File: config.mk
export PLATFORM = sky130hd
export DESIGN_NAME = rundown_seq
export DESIGN_NICKNAME = d
export VERILOG_FILES = /design/src/rtl/rundown_pkg.sv /design/src/rtl/rd_phase_ctr.sv /design/src/rtl/rd_total_ctr.sv /design/src/rtl/rd_delay_ctr.sv /design/src/rtl/rundown_seq.sv
export SDC_FILE = /design/constraint.sdc
export NUM_CORES = 1
export LEC_CHECK = 0
export ABC_AREA = 1
export BUFFER_PORTS_ARGS = -buffer_cell sky130_fd_sc_hd__buf_2
export CAP_MARGIN = 15
export CORE_UTILIZATION = 58
export DETAILED_ROUTE_END_ITERATION = 12
export PLACE_DENSITY = 0.81
export SYNTH_ARGS = -nofsm -noshare
export SYNTH_HDL_FRONTEND = slang
export SYNTH_SLANG_ARGS = --single-unit
File: constraint.sdc
create_clock -name clk -period 2.7 [get_ports clk]
set_clock_uncertainty 0.05 [all_clocks]
set_input_delay 0.27 -clock clk [delete_from_list [all_inputs] [get_ports clk]]
set_output_delay 0.27 -clock clk [all_outputs]
set_load 0.005 [all_outputs]
File: src/rtl/rundown_pkg.sv
package rundown_pkg;

    typedef enum logic [2:0] {
        ST_IDLE = 3'd0,
        ST_NEG  = 3'd1,
        ST_GAP  = 3'd2,
        ST_POS  = 3'd3,
        ST_HOLD = 3'd4,
        ST_TRIG = 3'd5
    } rd_state_e;

endpackage

File: src/rtl/rd_phase_ctr.sv
module rd_phase_ctr #(
    parameter int MIN_PH = 4,
    parameter int TMO    = 4096,
    localparam int PW    = $clog2(TMO + 1)
) (
    input  logic clk,
    input  logic rst_n,
    input  logic clr,
    input  logic en,
    output logic at_min,
    output logic at_tmo
);
    logic [PW-1:0] ph;

    always_ff @(posedge clk) begin
        if (!rst_n)   ph <= '0;
        else if (clr) ph <= PW'(1);
        else if (en)  ph <= ph + PW'(1);
    end

    assign at_min = (ph >= PW'(MIN_PH));
    assign at_tmo = (ph == PW'(TMO));
endmodule

File: src/rtl/rd_total_ctr.sv
module rd_total_ctr #(
    parameter int CW         = 24,
    parameter bit INVERT_OUT = 1'b1
) (
    input  logic          clk,
    input  logic          rst_n,
    input  logic          clr,
    input  logic          inc,
    output logic [CW-1:0] word
);
    logic [CW-1:0] tot;

    always_ff @(posedge clk) begin
        if (!rst_n)    tot <= '0;
        else if (clr)  tot <= CW'(1);
        else if (inc)  tot <= tot + CW'(1);
    end

    generate
        if (INVERT_OUT) begin : g_down
            assign word = ~tot;
        end else begin : g_up
            assign word = tot;
        end
    endgenerate
endmodule

File: src/rtl/rd_delay_ctr.sv
module rd_delay_ctr #(
    parameter int DW = 8
) (
    input  logic          clk,
    input  logic          rst_n,
    input  logic          clr,
    input  logic          en,
    input  logic [DW-1:0] limit,
    output logic          done
);
    logic [DW-1:0] d;

    always_ff @(posedge clk) begin
        if (!rst_n)   d <= '0;
        else if (clr) d <= '0;
        else if (en)  d <= d + DW'(1);
    end

    assign done = (d >= limit);
endmodule

File: src/rtl/rundown_seq.sv
module rundown_seq
    import rundown_pkg::*;
#(
    parameter int CW         = 24,
    parameter int HW         = 8,
    parameter int MIN_PH     = 4,
    parameter int GAP_LEN    = 3,
    parameter int TMO        = 4096,
    parameter bit INVERT_OUT = 1'b1,
    localparam int GW        = $clog2(GAP_LEN + 1),
    localparam int DW        = (HW > GW) ? HW : GW
) (
    input  logic          clk,
    input  logic          rst_n,
    input  logic          start,
    input  logic [CW-1:0] runup_count,
    input  logic [HW-1:0] hold_cycles,
    input  logic          cmp_pos,
    output logic          ref_pos,
    output logic          ref_neg,
    output logic          out_valid,
    output logic [CW-1:0] out_data,
    output logic          adc_trig,
    output logic          busy,
    output logic          sat_err
);
    rd_state_e state, nxt;

    logic ph_clr, ph_en, at_min, at_tmo;
    logic tot_clr, tot_inc;
    logic d_clr, d_en, d_done;
    logic push, push_ru, err_set, accept;
    logic [CW-1:0] tot_word;
    logic [HW-1:0] hold_q;
    logic [DW-1:0] d_limit;

    rd_phase_ctr #(.MIN_PH(MIN_PH), .TMO(TMO)) u_phase (
        .clk(clk), .rst_n(rst_n), .clr(ph_clr), .en(ph_en),
        .at_min(at_min), .at_tmo(at_tmo)
    );

    rd_total_ctr #(.CW(CW), .INVERT_OUT(INVERT_OUT)) u_total (
        .clk(clk), .rst_n(rst_n), .clr(tot_clr), .inc(tot_inc),
        .word(tot_word)
    );

    assign d_limit = (state == ST_GAP) ? DW'(GAP_LEN - 1) : DW'(hold_q);

    rd_delay_ctr #(.DW(DW)) u_delay (
        .clk(clk), .rst_n(rst_n), .clr(d_clr), .en(d_en),
        .limit(d_limit), .done(d_done)
    );

    // state register
    always_ff @(posedge clk) begin
        if (!rst_n) state <= ST_IDLE;
        else        state <= nxt;
    end

    // next state and counter controls
    always_comb begin
        nxt     = state;
        ph_clr  = 1'b0;
        ph_en   = 1'b0;
        tot_clr = 1'b0;
        tot_inc = 1'b0;
        d_clr   = 1'b0;
        d_en    = 1'b0;
        push    = 1'b0;
        push_ru = 1'b0;
        err_set = 1'b0;
        accept  = 1'b0;
        unique case (state)
            ST_IDLE: begin
                if (start) begin
                    nxt     = ST_NEG;
                    accept  = 1'b1;
                    ph_clr  = 1'b1;
                    tot_clr = 1'b1;
                    push    = 1'b1;
                    push_ru = 1'b1;
                end
            end
            ST_NEG: begin
                if (cmp_pos && at_min) begin
                    nxt   = ST_GAP;
                    d_clr = 1'b1;
                    push  = 1'b1;
                end else if (at_tmo) begin
                    nxt     = ST_IDLE;
                    err_set = 1'b1;
                end else begin
                    ph_en   = 1'b1;
                    tot_inc = 1'b1;
                end
            end
            ST_GAP: begin
                if (d_done) begin
                    nxt     = ST_POS;
                    ph_clr  = 1'b1;
                    tot_inc = 1'b1;
                end else begin
                    d_en = 1'b1;
                end
            end
            ST_POS: begin
                if (!cmp_pos && at_min) begin
                    nxt   = ST_HOLD;
                    d_clr = 1'b1;
                    push  = 1'b1;
                end else if (at_tmo) begin
                    nxt     = ST_IDLE;
                    err_set = 1'b1;
                end else begin
                    ph_en   = 1'b1;
                    tot_inc = 1'b1;
                end
            end
            ST_HOLD: begin
                if (d_done) nxt = ST_TRIG;
                else        d_en = 1'b1;
            end
            ST_TRIG: nxt = ST_IDLE;
            default: nxt = ST_IDLE;
        endcase
    end

    // outputs
    always_ff @(posedge clk) begin
        if (!rst_n) begin
            out_valid <= 1'b0;
            out_data  <= '0;
            sat_err   <= 1'b0;
            hold_q    <= '0;
        end else begin
            out_valid <= push;
            if (push) out_data <= push_ru ? runup_count : tot_word;
            if (accept) begin
                sat_err <= 1'b0;
                hold_q  <= hold_cycles;
            end else if (err_set) begin
                sat_err <= 1'b1;
            end
        end
    end

    assign ref_neg  = (state == ST_NEG);
    assign ref_pos  = (state == ST_POS);
    assign adc_trig = (state == ST_TRIG);
    assign busy     = (state != ST_IDLE);
endmodule

Word-level counts from Yosys, hierarchy flattened
Cells that the tools add are included.

Register bits after elaboration: 82. Latch bits: 0. Memory bits (writable): 0. Memory bits (read-only): 0. Input bits: 36. Output and inout bits: 30. Logic and storage cells: 70. Memories kept: 0.

$add $sub $neg: 3. $mul: 0. Divide/modulo/power cells: 0. Order comparisons: 2. Equality and inequality tests: 9. Shift operators: 0. Mux-type cells: 32. Bitwise operators: 2. Reduce and logical (&&, ||, !) cells: 12.

Operators by type and width (number): $add 24x1->24 const B (1); $mux 24 (1); $not 24->24 (1); $mux 3 (6); $mux 1 (17); $pmux 3 s5 (1); $add 13x1->13 const B (1); $eq 13x13->1 const B (1); $ge 13x3->1 const B (1); $add 8x1->8 const B (1); $ge 8x8->1 (1); $mux 8 (1); $pmux 1 s2 (4); $reduce_or 2->1 (4); $eq 3x2->1 const B (2); $eq 3x3->1 const B (2); $ne 2x2->1 const B (3); $pmux 1 s3 (2); $reduce_bool 2->1 (2); $eq 3x1->1 const B (1); $logic_not 3->1 (1); $reduce_and 3->1 (1); $reduce_bool 3->1 (1); $logic_and 1x1->1 (2); 2 further kinds (2).

Depth between registers and ports, before layout
Word-level depth: 7. Mapped depth: 17. Gate-level depth less buffers: 17.

Modules after synthesis
A second synthesis with hierarchy kept.

Cell total of the unflattened synthesis: 743. Area, all modules: 4774.6 sq um.

Modules (own cells, without submodules): rundown_seq (instances 1, cells an instance 342, area an instance 2137.0 sq um, sequential area each 740.7 sq um); rd_total_ctr (instances 1, cells an instance 209, area an instance 1343.8 sq um, sequential area each 480.5 sq um); rd_phase_ctr (instances 1, cells an instance 107, area an instance 718.2 sq um, sequential area each 260.2 sq um); rd_delay_ctr (instances 1, cells an instance 85, area an instance 575.6 sq um, sequential area each 160.2 sq um).

Worst setup path before layout
Ideal clock, no wire load.

Path type: register -> register. Start point: register state[1]. End point: register u_phase.ph[10]. Setup time: 0.070 ns. Data arrival time: 2.118 ns. Required time: 2.580 ns. Path slack: 0.462 ns. Stages on the path, launching flop included: 16. Buffers on the path: 0. Period minus slack after synthesis: 2.238 ns. Cells stage by stage: dfxtp_1 -> nand2_1 -> nor2_1 -> inv_1 -> nand2_1 -> ha_1 -> nand2_1 -> inv_1 -> nor2_1 -> o21a_1 -> nand2_1 -> nand2_1 -> inv_1 -> nor2_1 -> inv_1 -> a21oi_1.

Longest elaborated chain between the ends: 6. Elaborated cells on any way between the ends: 10. Those cells by class: order compare (1); eq/ne (3); mux (4); reduce/logical (2).

RTL lines: start, declared (RTL line rundown_seq.sv:27) `rd_state_e state, nxt;`; start signal, assigned (RTL line rundown_seq.sv:57) `else state <= nxt;`; $eq 3x2->1 (RTL line rundown_seq.sv:47, rundown_seq.sv:73); $mux 8 (RTL line rundown_seq.sv:47) `assign d_limit = (state == ST_GAP) ? DW'(GAP_LEN - 1) : DW'(hold_q);`; $ge 8x8->1 (RTL line rd_delay_ctr.sv:19) `assign done = (d >= limit);`; $mux 1 (RTL line rundown_seq.sv:98) `if (d_done) begin`; $pmux 1 s2 (RTL line rundown_seq.sv:73) `unique case (state)`; $reduce_or 2->1 (no source line); end signal, assigned (RTL line rd_phase_ctr.sv:18) `else if (en) ph <= ph + PW'(1);`; end, declared (RTL line rd_phase_ctr.sv:13) `logic [PW-1:0] ph;`.

Parallel ways exist; a longest one is shown, timed or not. A chain may end at the register's enable or synchronous reset.

Final worst setup path
Start point: register state[0]. End point: register u_phase.ph[8].

Same word-level chain as after synthesis.

==> results.json <==
{
  "outcome": "finished, final reports clean",
  "finalSetupViolations": 0,
  "gpl.final_weighted_congestion": 0.913,
  "synth_fp_nets": 736,
  "antennaDiodeCount": 0,
  "timing.setup.tns_ns": 0,
  "critical_path.max_stage_delay_ns": 0.41,
  "post_synth_arst_share_pct": 0,
  "yosysTopAreaCell": "dfxtp_1",
  "yosys_warnings": 0,
  "yosysMostFrequentCell": "nand2_1",
  "detailed_place_hpwl_microns": 8290,
  "area_growth_syn_to_layout_pct": 12.3,
  "dpl_cell_area_sq_um": 4950,
  "final_nets": 795,
  "avgViaCountPerCell": 5.42,
  "worst_setup_hold_path_clk_slew_ns": 0.09,
  "die_y_microns": 90.8,
  "route.antenna.remaining_nets": 0,
  "cts_num_sinks": 82,
  "firstDrtPassIters": 5,
  "wl_per_cell_microns": 12.9,
  "power.density_cell_area_nw_per_um2": 503,
  "cts_max_level": 3,
  "antenna_found_initial": 0,
  "dieArea_sq_um": 8250,
  "final_max_slew_viol_count": 0,
  "kind_of_start_point_of_the_critical_path": "register",
  "fmaxAchievable_mhz": 421,
  "worstPathRequired_ns": 2.94,
  "period_minus_slack_ns": 2.37,
  "wire_length_of_the_first_global_routing_pass_microns": 18900,
  "post_cts_sizing": 0,
  "synth_top_flop_cell": "dfxtp_1",
  "max-clock-path-buffers": 2,
  "drt_wl_total_microns": 11100,
  "critPathMaxFanout": 8,
  "clock_insertion_delay_worst_skew_ns": 0.36,
  "floorplan.die.width_microns": 90.8,
  "leakage_nw": 2.14,
  "finalCritPeriodShare_pct": 87.9,
  "start_util_pct": 59.5,
  "post-cts-setup-buffer-count": 0,
  "rsz_0062_raised_after_global_routing": "false",
  "hold_buffers": 0,
  "worst-endpoint-arrival_ns": 2.61,
  "route.detailed.drc": 0,
  "synth_sequential_area_ratio_pct": 35.9,
  "core-area_sq_um": 7690,
  "utilization_pct": 66.9,
  "via_count_of_the_first_global_routing_pass": 4161,
  "syn-cell-area_sq_um": 4580,
  "slowest_stage": "dfxtp_1",
  "synth-edff-count": 0,
  "final_critical_path_setup_slack_ns": 0.327,
  "placement_rows": 32,
  "largest_net_degree_at_the_start_of_global_routing": 35,
  "hold_class": "input port to register",
  "drive_gt1_share_pct": 14.6,
  "main_area_contributors_after_synthesis": "dfxtp_1 (36%), nand2_1 (16%), nor2_1 (8.1%)",
  "cp_cell_sequence": "inv_1, nand2_1, nor2_2, inv_2, nand2_1, ha_1, nand2_1, inv_1, nor2_1, o21a_1, nand2_1, nand2_1, inv_1, nor2_1, inv_1, a21oi_1",
  "fillerInstances": 732,
  "clock_tree_from_tritoncts": "built",
  "overflow": 0,
  "timing.max_cap.violations": 0,
  "slew_headroom_pct": 69.5,
  "ioPinCount": 66,
  "port_buffers": 65,
  "synth_top_area_share_pct": 35.9,
  "syn_area_per_cell_sq_um": 6.65,
  "dr.first_iter.drc_count": 422,
  "synth_cell_types": 29,
  "irDropWorstVdd_v": 0.000251,
  "route.vias.total": 4628,
  "synth_top_cells_by_count": "nand2_1 (193), nor2_1 (99), dfxtp_1 (82), a21oi_1 (55), o21ai_0 (50)",
  "fin_total_pwr_mw": 2.59,
  "final_hold_viol_count": 0,
  "stdcell_area_sq_um": 5140,
  "end_kind": "register",
  "syn_inst": 688,
  "critPathKind": "register to register",
  "path_common_cell": "nand2_1",
  "cts_made_buffers": 9,
  "grtUsageTotal_pct": 28.1,
  "clock-root-buffer": "clkbuf_8",
  "dp_worst_setup_slack_ns": 0.215,
  "worstMarginPinSlew_ns": 0.456,
  "ys_ff_latch": 82
}
==> layout make-up <==
class / count / area [sq um] / share of cell area (%)
multi-input cells: 528 / 2590 / 50.3
flip-flops and latches: 82 / 1640 / 32.0
repair buffers: 74 / 405 / 7.89
inverters: 52 / 195 / 3.80
well taps: 102 / 128 / 2.48
clock buffers: 9 / 124 / 2.41
clock inverters: 7 / 57.6 / 1.12
==> state kept, by name, summed over array words and instances (netlist names) <==
register,flops
state,3
out_valid,1
sat_err,1
out_data,24
u_phase.ph,13
u_total.tot,24
u_delay.d,8
hold_q,8
==> logic make-up after synthesis <==
| group | count (synthesis) | share of synthesized area (%) |
|---|---|---|
| simple gates | 377 | 35.5 |
| compound gates | 111 | 12.2 |
| flops | 82 | 35.9 |
| buf+inv | 78 | 7.76 |
| xor+xnor | 28 | 5.36 |
| fa+ha+maj | 12 | 3.28 |
==> final timing paths <==
kind,from,to,slack (ns),cells after the start
hold reg to reg,u_phase.ph[11],u_phase.ph[11],0.41,2
setup / recovery,state[0],u_phase.ph[8],0.33,16
hold / removal,hold_cycles[3],hold_q[3],0.1,3
setup reg to reg,state[0],u_phase.ph[8],0.33,16
==> power by group <==
| part | internal (mW) | switching, mW | total (mW) |
|---|---|---|---|
| sequential | 1.27 | 0.0425 | 1.32 |
| clock | 0.351 | 0.491 | 0.842 |
| combinational | 0.156 | 0.273 | 0.429 |
==> metal layers <==
| metal | GRT usage [%] | wire [microns] | vias to the layer above |
|---|---|---|---|
| met2 | 45.5 | 5270 | 137 |
| met3 | 4.12 | 608 | 18 |
| met4 | 10.1 | 167 | 0 |
| met5 | 0 | 0 | - |
| met1 | 38.0 | 5000 | 2121 |
| li1 | - | - | 2352 |
==> layout by cell type (no fill, tap or decap), types with 2 or more instances in the layout <==
master and n:
nand2_1 193, nor2_1 98, dfxtp_1 81, buf_2 65
a21oi_1 55, o21ai_0 50, inv_1 46, nand3_1 32
nand4_1 26, xor2_1 20, nor3_1 12, ha_1 12
clkbuf_8 9, xnor2_1 8, buf_4 8, inv_2 6
inv_6 5, o21ai_1 4, nor2_4 3, nor2_2 3
nand3_2 3, nand3_4 2, nand3b_1 2
==> per-stage QoR <==
| stage | cells | hold slack (ns) |
|---|---|---|
| after global placement | 838 | 0.399 |
| after floorplan | 688 | 0.364 |
| after global routing | 854 | 0.0979 |
| after detailed placement | 838 | 0.404 |
| final | 854 | 0.0997 |
| after CTS | 854 | 0.0870 |
==> worst max-delay path, delay by kind of cell, from the launching register on <==
kind / cells / cell delay [ns]
fa+ha+maj: 1 / 0.30
compound gates: 2 / 0.33
simple gates: 8 / 0.73
buf+inv: 5 / 0.49
flops: 1 / 0.41
No activity file was read; power rests on OpenSTA's default activity.
